<file path="src/rtl/wmac_pkg.sv">
package wmac_pkg;

  // Number of iterations needed to consume a w-bit multiplier db bits at a time.
  function automatic int unsigned wmac_steps(input int unsigned w, input int unsigned db);
    return (w + db - 1) / db;
  endfunction

  // Width of an iteration counter able to hold steps-1.
  function automatic int unsigned wmac_cnt_width(input int unsigned steps);
    return (steps > 2) ? $clog2(steps) : 1;
  endfunction

endpackage

</file>
<file path="src/rtl/wmac_ctrl.sv">
module wmac_ctrl #(
  parameter int unsigned STEPS = 32
) (
  input  logic clk,
  input  logic rst_n,
  input  logic start,
  output logic load,
  output logic step,
  output logic finish,
  output logic busy,
  output logic done
);
  import wmac_pkg::*;

  localparam int unsigned CW = wmac_cnt_width(STEPS);

  logic [CW-1:0] cnt_q;
  logic          busy_q;
  logic          done_q;

  assign busy   = busy_q;
  assign done   = done_q;
  assign load   = start && !busy_q;
  assign step   = busy_q;
  assign finish = busy_q && (cnt_q == CW'(STEPS - 1));

  always_ff @(posedge clk or negedge rst_n) begin
    if (!rst_n) begin
      busy_q <= 1'b0;
      done_q <= 1'b0;
      cnt_q  <= '0;
    end else begin
      done_q <= finish;
      if (load) begin
        busy_q <= 1'b1;
        cnt_q  <= '0;
      end else if (finish) begin
        busy_q <= 1'b0;
        cnt_q  <= '0;
      end else if (step) begin
        cnt_q  <= cnt_q + CW'(1);
      end
    end
  end

  AST_DONE_ONE_CYCLE: assert property (@(posedge clk) disable iff (!rst_n)
    done |=> !done);
  AST_FINISH_TO_DONE: assert property (@(posedge clk) disable iff (!rst_n)
    finish |=> (done && !busy));
  AST_DONE_NOT_BUSY: assert property (@(posedge clk) disable iff (!rst_n)
    done |-> !busy);
  AST_START_IGNORED: assert property (@(posedge clk) disable iff (!rst_n)
    (busy && start && !finish) |=> (busy && !done));

endmodule

</file>
<file path="src/rtl/wmac_pp.sv">
module wmac_pp #(
  parameter int unsigned W  = 64,
  parameter int unsigned DB = 2
) (
  input  logic [W-1:0]    mcand,
  input  logic [DB-1:0]   digit,
  output logic [W+DB-1:0] pp
);

  generate
    if (DB == 1) begin : g_radix2
      assign pp = digit[0] ? {1'b0, mcand} : '0;
    end else if (DB == 2) begin : g_radix4
      function automatic logic [W+1:0] radix4_term(input logic [W-1:0] m, input logic [1:0] d);
        logic [W+1:0] t1;
        logic [W+1:0] t2;
        t1 = {2'b00, m} & {(W+2){d[0]}};
        t2 = {1'b0, m, 1'b0} & {(W+2){d[1]}};
        return t1 + t2;
      endfunction
      assign pp = radix4_term(mcand, digit);
    end else begin : g_generic
      assign pp = (W+DB)'(mcand) * (W+DB)'(digit);
    end
  endgenerate

endmodule

</file>
<file path="src/rtl/wmac_datapath.sv">
module wmac_datapath #(
  parameter int unsigned W  = 64,
  parameter int unsigned DB = 2
) (
  input  logic         clk,
  input  logic         rst_n,
  input  logic         load,
  input  logic         step,
  input  logic         finish,
  input  logic [W-1:0] a,
  input  logic [W-1:0] b,
  input  logic [W-1:0] c,
  output logic [W-1:0] res_lo,
  output logic [W-1:0] res_hi
);

  logic [W-1:0]    mcand_q;
  logic [W-1:0]    hi_q;
  logic [W-1:0]    lo_q;
  logic [W-1:0]    res_lo_q;
  logic [W-1:0]    res_hi_q;
  logic [W+DB-1:0] pp;
  logic [W+DB:0]   sum_x;
  logic [W-1:0]    nxt_hi;
  logic [W-1:0]    nxt_lo;

  wmac_pp #(.W(W), .DB(DB)) u_pp (
    .mcand (mcand_q),
    .digit (lo_q[DB-1:0]),
    .pp    (pp)
  );

  // Upper half accumulates the digit term, then the pair shifts right by DB.
  assign sum_x  = {{(DB+1){1'b0}}, hi_q} + {1'b0, pp};
  assign nxt_hi = sum_x[W+DB-1:DB];
  assign nxt_lo = {sum_x[DB-1:0], lo_q[W-1:DB]};

  always_ff @(posedge clk or negedge rst_n) begin
    if (!rst_n) begin
      mcand_q  <= '0;
      hi_q     <= '0;
      lo_q     <= '0;
      res_lo_q <= '0;
      res_hi_q <= '0;
    end else begin
      if (load) begin
        mcand_q <= a;
        hi_q    <= c;   // addend enters at weight 2^0 after W bits of shifting
        lo_q    <= b;
      end else if (step) begin
        hi_q    <= nxt_hi;
        lo_q    <= nxt_lo;
      end
      if (finish) begin
        res_lo_q <= nxt_lo;
        res_hi_q <= nxt_hi;
      end
    end
  end

  assign res_lo = res_lo_q;
  assign res_hi = res_hi_q;

  AST_NO_OVERFLOW: assert property (@(posedge clk) disable iff (!rst_n)
    step |-> !sum_x[W+DB]);
  AST_RESULT_HELD: assert property (@(posedge clk) disable iff (!rst_n)
    !finish |=> ($stable(res_lo) && $stable(res_hi)));
  AST_OPERAND_HELD: assert property (@(posedge clk) disable iff (!rst_n)
    (step && !finish) |=> $stable(mcand_q));

endmodule

</file>
<file path="src/rtl/wide_muladd.sv">
module wide_muladd #(
  parameter int unsigned W          = 64,
  parameter int unsigned DIGIT_BITS = 2
) (
  input  logic         clk,
  input  logic         rst_n,
  input  logic         start,
  input  logic [W-1:0] op_a,
  input  logic [W-1:0] op_b,
  input  logic [W-1:0] op_c,
  output logic         busy,
  output logic         done,
  output logic [W-1:0] res_lo,
  output logic [W-1:0] res_hi
);
  import wmac_pkg::*;

  localparam int unsigned STEPS = wmac_steps(W, DIGIT_BITS);

  logic acc_load;
  logic acc_step;
  logic acc_finish;

  wmac_ctrl #(.STEPS(STEPS)) u_ctrl (
    .clk    (clk),
    .rst_n  (rst_n),
    .start  (start),
    .load   (acc_load),
    .step   (acc_step),
    .finish (acc_finish),
    .busy   (busy),
    .done   (done)
  );

  wmac_datapath #(.W(W), .DB(DIGIT_BITS)) u_dp (
    .clk    (clk),
    .rst_n  (rst_n),
    .load   (acc_load),
    .step   (acc_step),
    .finish (acc_finish),
    .a      (op_a),
    .b      (op_b),
    .c      (op_c),
    .res_lo (res_lo),
    .res_hi (res_hi)
  );

  AST_LOAD_ONLY_IDLE: assert property (@(posedge clk) disable iff (!rst_n)
    acc_load |-> (!busy && start));
  AST_LOAD_STARTS_BUSY: assert property (@(posedge clk) disable iff (!rst_n)
    acc_load |=> (busy && !done));

endmodule

</file>
<file path="config.mk">
export PLATFORM = sky130hd
export DESIGN_NAME = wide_muladd
export DESIGN_NICKNAME = d
export VERILOG_FILES = /design/src/rtl/wmac_pkg.sv /design/src/rtl/wmac_ctrl.sv /design/src/rtl/wmac_pp.sv /design/src/rtl/wmac_datapath.sv /design/src/rtl/wide_muladd.sv
export SDC_FILE = /design/constraint.sdc
export NUM_CORES = 1
export LEC_CHECK = 0
export CORE_ASPECT_RATIO = 0.8
export CORE_MARGIN = 2
export CORE_UTILIZATION = 50
export DETAILED_ROUTE_END_ITERATION = 8
export DONT_BUFFER_PORTS = 1
export PLACE_DENSITY_LB_ADDON = 0.12
export SYNTH_ARGS = -nofsm -noshare
export SYNTH_HDL_FRONTEND = slang
export SYNTH_SLANG_ARGS = --single-unit
export TNS_END_PERCENT = 30
</file>
<file path="constraint.sdc">
create_clock -name clk -period 11 [get_ports clk]
set_input_delay 1.1 -clock clk [delete_from_list [all_inputs] [get_ports clk]]
set_output_delay 1.1 -clock clk [all_outputs]
set_load 0.005 [all_outputs]
</file>
### Word level (Yosys, flattened, before mapping)

Index checks and enable logic that the tools add are counted.
W data, S select, Z words.

* bits in latches: 0
* memories kept: 0
* bits in writable memories: 0
* output and inout bits: 130
* bits in read-only memories: 0
* register bits after elaboration: 327

* div/mod/pow operators: 0
* reduce and logical (&&, ||, !) cells: 6
* mux-type cells: 9
* equal/unequal tests: 1
* $mul: 0
* shift-type cells: 0
* bitwise logic cells: 2
* $add $sub $neg: 3
* order comparisons: 0

Operator list (number)
* $mux W64: 4
* $add A64 B66 Y66: 1
* $add A66 B66 Y66: 1
* $and A64 B66 Y66: 1
* $and A65 B66 Y66: 1
* $mux W5: 3
* $add A5 B1 Y5 const B: 1
* $eq A5 B5 Y1 const B: 1
* $reduce_bool A2 Y1: 2
* $reduce_bool A3 Y1: 1
* $logic_and A1 B1 Y1: 2
* $mux W1: 2
* $logic_not A1 Y1: 1

### Logic depth before layout (Yosys ltp)

* depth after elaboration: 5
* mapped depth: 16

### Hierarchy

Synthesis repeated with hierarchy kept, for this count alone.

* cells, all modules: 2310
* area total of the unflattened synthesis: 21820.9 um^2

By module, submodules not included
* wmac_datapath: sequential area each 8007.7 um^2, times used 1, area an instance 16938.7 um^2, cells an instance 1594
* wmac_pp: sequential area each 0.0 um^2, times used 1, area an instance 4550.6 um^2, cells an instance 686
* wmac_ctrl: sequential area each 175.2 um^2, times used 1, area an instance 331.6 um^2, cells an instance 30

### Worst setup path after synthesis

Ideal clock, no wire load.

* kind: flip-flop to flip-flop
* start: register u_dp.lo_q[0]
* end: register u_dp.hi_q[56]
* path buffers: 3
* setup time: 0.134 ns
* stages on the path, launching flop included: 17
* required time: 10.866 ns
* path slack: 7.295 ns
* arrival time: 3.571 ns
* path through: dfrtp_1 > clkbuf_1 > clkbuf_1 > nand2_1 > fa_1 > inv_1 > ha_1 > buf_2 > nand2_2 > nor4_4 > inv_2 > a2111oi_4 > o21ai_2 > and4b_1 > o41a_1 > xor2_1 > a21oi_1

* longest elaborated chain between the ends: 5

RTL lines
* start: declaration: line wmac_datapath.sv:19 `logic [W-1:0] lo_q;`
* start signal: assignment: line wmac_datapath.sv:52 `lo_q <= nxt_lo;`
* $and A64 B66 Y66: line wmac_pp.sv:17 `t1 = {2'b00, m} & {(W+2){d[0]}};`
* $add A66 B66 Y66: line wmac_pp.sv:19 `return t1 + t2;`
* $add A64 B66 Y66: line wmac_datapath.sv:34 `assign sum_x = {{(DB+1){1'b0}}, hi_q} + {1'b0, pp};`
* $mux W64: line wmac_datapath.sv:50 `end else if (step) begin`
* $mux W64: line wmac_datapath.sv:46 `if (load) begin`
* end signal: assignment: line wmac_datapath.sv:51 `hi_q <= nxt_hi;`
* end: declaration: line wmac_datapath.sv:18 `logic [W-1:0] hi_q;`

No other way between the ends. The select of a mux whose other input is x is not followed.
A chain may end at the register's enable or synchronous reset.

### Final worst setup path

Ends and elaborated chain as after synthesis.

==> impl_metrics.csv <==
group,metric,value,unit
run_status,outcome,"finished, final reports clean",
synth,syn-cell-area,0.0197,mm^2
power_and_ir_drop,power_leakage,0.0103,uW
critical_path,critPathKind,"reg -> reg",
sta,post-route-min-period,4.78,ns
critical_path,timing.critical_path.buf_inv,2,
detailed_routing,drc,0,
clocking,cts_resized,0,
power_and_ir_drop,switchingPower,4060,uW
synth,ys_ff_latch,327,
critical_path,cp-endpoint,"u_dp.hi_q[56]",
synth,synth_top_family_by_area,"simple AND/OR/NAND/NOR gates",
critical_path,cp_max_fo,64,
synth,yosysWarnings,0,
synth,synth_compound_area_share,15.5,%
detailed_routing,dr.first_iter.drc_count,1248,
sta,fmax,209,MHz
synth,yosysSeqAreaShare,41.5,%
clocking,cts_hold_buf,0,
sta,period_share,43.5,%
critical_path,crit_path_end_kind,"flip-flop",
critical_path,worstRegToRegCells,13,
synth,syn_avg_cell_area,9.01,um^2
power_and_ir_drop,ir_worst_vdd,0.000163,V
sta,skew,0.0172,ns
synth,ys_types,82,
synth,synth_simple_gate_area_share,15.7,%
finish,synthToLayoutAreaGrowth,6.59,%
critical_path,r2r_start,"u_dp.lo_q[0]",
placement,gp_congestion,0.955,
power_and_ir_drop,pwr-share-seq,27.0,%
placement,dpl-instance-area,0.0198,mm^2
detailed_routing,wire_per_inst,19.2,um
critical_path,crit_cells,13,
detailed_routing,wirelength,51.2,mm
grt,antenna_found_initial,3,
finish,drive_gt1_share,7.53,%
detailed_routing,num_vias,14864,
clocking,clk_pin_slew_worst_paths,0.06,ns
synth,synth-edff-count,0,
sta,tns,0,ns
floorplanning,num_rows,65,
grt,grt_max_degree,328,
synth,muxShareOfSynthArea,7.47,%
clocking,cts_tree,"built",
critical_path,path_cells,"buf_4, nand2_1, fa_1, inv_1, ha_1, nand4_1, or3_4, nor4_1, o21ai_2, and4b_1, o41a_1, xor2_1, a21oi_1",
clocking,h-tree-depth,2,
clocking,cts_setup_buffers,0,
grt,track_usage,25.3,%
critical_path,crit_arrival,5.15,ns
synth,synth-xor-area-share,2.53,%
clocking,cts_buffers,36,
sta,worst-slew-pin-transition,1.18,ns
floorplanning,fp.dieH,182,um
power_and_ir_drop,combPwrFrac,58.6,%
critical_path,cp_top_family,"simple AND/OR/NAND/NOR gates",
clocking,clk_path_buf_depth,3,
placement,portBuffers,0,
worst_hold_path,hold_path_class,"in -> async",
critical_path,cp-startpoint,"u_dp.lo_q[0]",
critical_path,required,11.37,ns
clocking,cts_sinks,327,
detailed_routing,dr.pass1.iters,7,
clocking,cts_root_buf,"clkbuf_16",
synth,synthAdderAreaFrac,10.7,%
power_and_ir_drop,p_int,4420,uW
critical_path,reg2reg_slack,6.22,ns
finish,final_area,0.0210,mm^2
floorplanning,design.die.area,0.0411,mm^2
detailed_routing,viasPerCell,5.58,
floorplanning,ioPinCount,325,
sta,slew_viol_final,0,
floorplanning,core,0.0392,mm^2
sta,relSlewSlack,21.2,%
clocking,clock_latency,0.54,ns
grt,grt_overflow,0,
critical_path,r2r-end,"u_dp.hi_q[56]",
synth,synth_flop_cell,"dfrtp_1",
power_and_ir_drop,p_per_area,403,mW/mm^2
critical_path,critPathLaunchType,"flip-flop",
sta,finalSetupViolations,0,
sta,rsz0062_at_grt,"no",
synth,synth.net_count,2515,
synth,async_flop_share,100,%
power_and_ir_drop,sw_frac_of_total,47.8,%
grt,grt_pass1_vias,14849,
floorplanning,initial_core_util,50.3,%
power_and_ir_drop,finalPower,8480,uW
power_and_ir_drop,clkPwrFrac,14.4,%
sta,finalHoldViolCount,0,
placement,dp_hpwl,35.9,mm
critical_path,crit_slowest_cell,"nor4_1",
detailed_routing,ant_nets,0,
grt,grt_pass1_wl,82.8,mm
finish,fin_nets,2427,
synth,synthCells,2189,
run,cap_violations,0,
critical_path,cp_slowest_stage_delay,0.59,ns
finish,fillers,3687,
floorplanning,die_x,226,um
finish,fin_util,53.6,%
==> per-layer routing <==
metal	global-route usage, %	vias to the layer above	routed length [um]
met5	0	-	0
met1	36.0	7268	23500
met2	39.8	376	23600
li1	-	7146	-
met3	4.50	74	2730
met4	7.37	0	1320
==> cells in the mapped netlist (16+ instances only) <==
cell,count,share of area [%]
xor2_1,21,0.93
nand3_1,22,0.56
mux2i_1,74,3.8
fa_1,64,6.5
a211oi_1,54,2.1
nand2_1,524,10
o21ai_0,146,3.7
a21o_1,44,1.7
nor2_1,87,1.7
a21oi_1,132,3.3
nand4_1,20,0.63
clkbuf_1,102,1.9
mux2_2,65,3.7
o21ai_1,16,0.41
xnor2_1,36,1.6
inv_1,179,3.4
ha_1,67,4.2
and2_1,19,0.60
dfrtp_1,327,41
==> power groups by stage <==
stage	sequential, uW	combinational [uW]	clock, uW
after detailed placement	2310	4930	0
after floorplan	2130	3990	0
after global placement	2300	4840	0
final	2290	4970	1220
after CTS	2290	4970	1250
after global routing	2370	5630	1300
==> cell type report <==
cell class / instances / area, um^2 / share of cell area, %
multi-input combinational: 1548 / 10300 / 48.8
sequential: 327 / 8190 / 38.9
clock buffer: 53 / 1060 / 5.02
inverter: 180 / 676 / 3.21
tap: 536 / 671 / 3.19
clock inverter: 10 / 114 / 0.542
timing repair buffer: 8 / 60.1 / 0.286
antenna: 3 / 7.51 / 0.0357
==> kinds of logic (layout without fill, tap and decap cells) <==
logic type | after synthesis | after routing
compound gates | 485 | 485
xor+xnor | 57 | 57
fa+ha+maj | 131 | 131
buf+inv | 314 | 251
flops | 327 | 327
mux | 139 | 139
other cells | 0 | 3
simple gates | 736 | 736
==> how the worst min path moves through the flow <==
stage	start	to
after global placement	u_dp.lo_q[27]	u_dp.res_lo[25]
after global routing	rst_n	u_dp.mcand_q[24]
final	rst_n	u_dp.mcand_q[24]
after CTS	rst_n	u_dp.mcand_q[24]
after detailed placement	u_dp.lo_q[25]	u_dp.res_lo[23]
after floorplan	u_ctrl.cnt_q[4]	u_ctrl.cnt_q[4]
==> worst reg2reg max path, stage by stage, from the launching register on <==
cell,delay [ns]
dfrtp_2,0.35
buf_4,0.50
nand2_1,0.24
fa_1,0.53
inv_1,0.04
ha_1,0.48
nand4_1,0.22
or3_4,0.39
nor4_1,0.59
o21ai_2,0.25
and4b_1,0.29
o41a_1,0.42
xor2_1,0.22
a21oi_1,0.11
==> cells in the final DEF, fill, tap and decap left out, types with 64 or more instances in the layout <==
cell       n
fa_1      64
mux2_2    65
dfrtp_1  324
o21ai_0  146
inv_1    178
a21oi_1  132
ha_1      67
mux2i_1   74
nand2_1  523
nor2_1    87
==> metrics by stage <==
stage / hold WS [ns] / cells / worst slack (ns)
global placement: 0.472 / 2599 / 6.36
floorplan: 0.456 / 2189 / 7.29
detailed placement: 0.476 / 2599 / 6.34
CTS: 0.244 / 2662 / 6.30
finish: 0.261 / 2665 / 6.22
global route: 0.237 / 2664 / 6.07
==> state kept, by name, summed over array words and instances, names as in the netlist <==
name / count
u_ctrl.busy: 1
u_ctrl.cnt_q: 5
u_ctrl.done: 1
u_dp.hi_q: 64
u_dp.lo_q: 64
u_dp.mcand_q: 64
u_dp.res_hi: 64
u_dp.res_lo: 64
No activity file was read; power rests on OpenSTA's default activity.
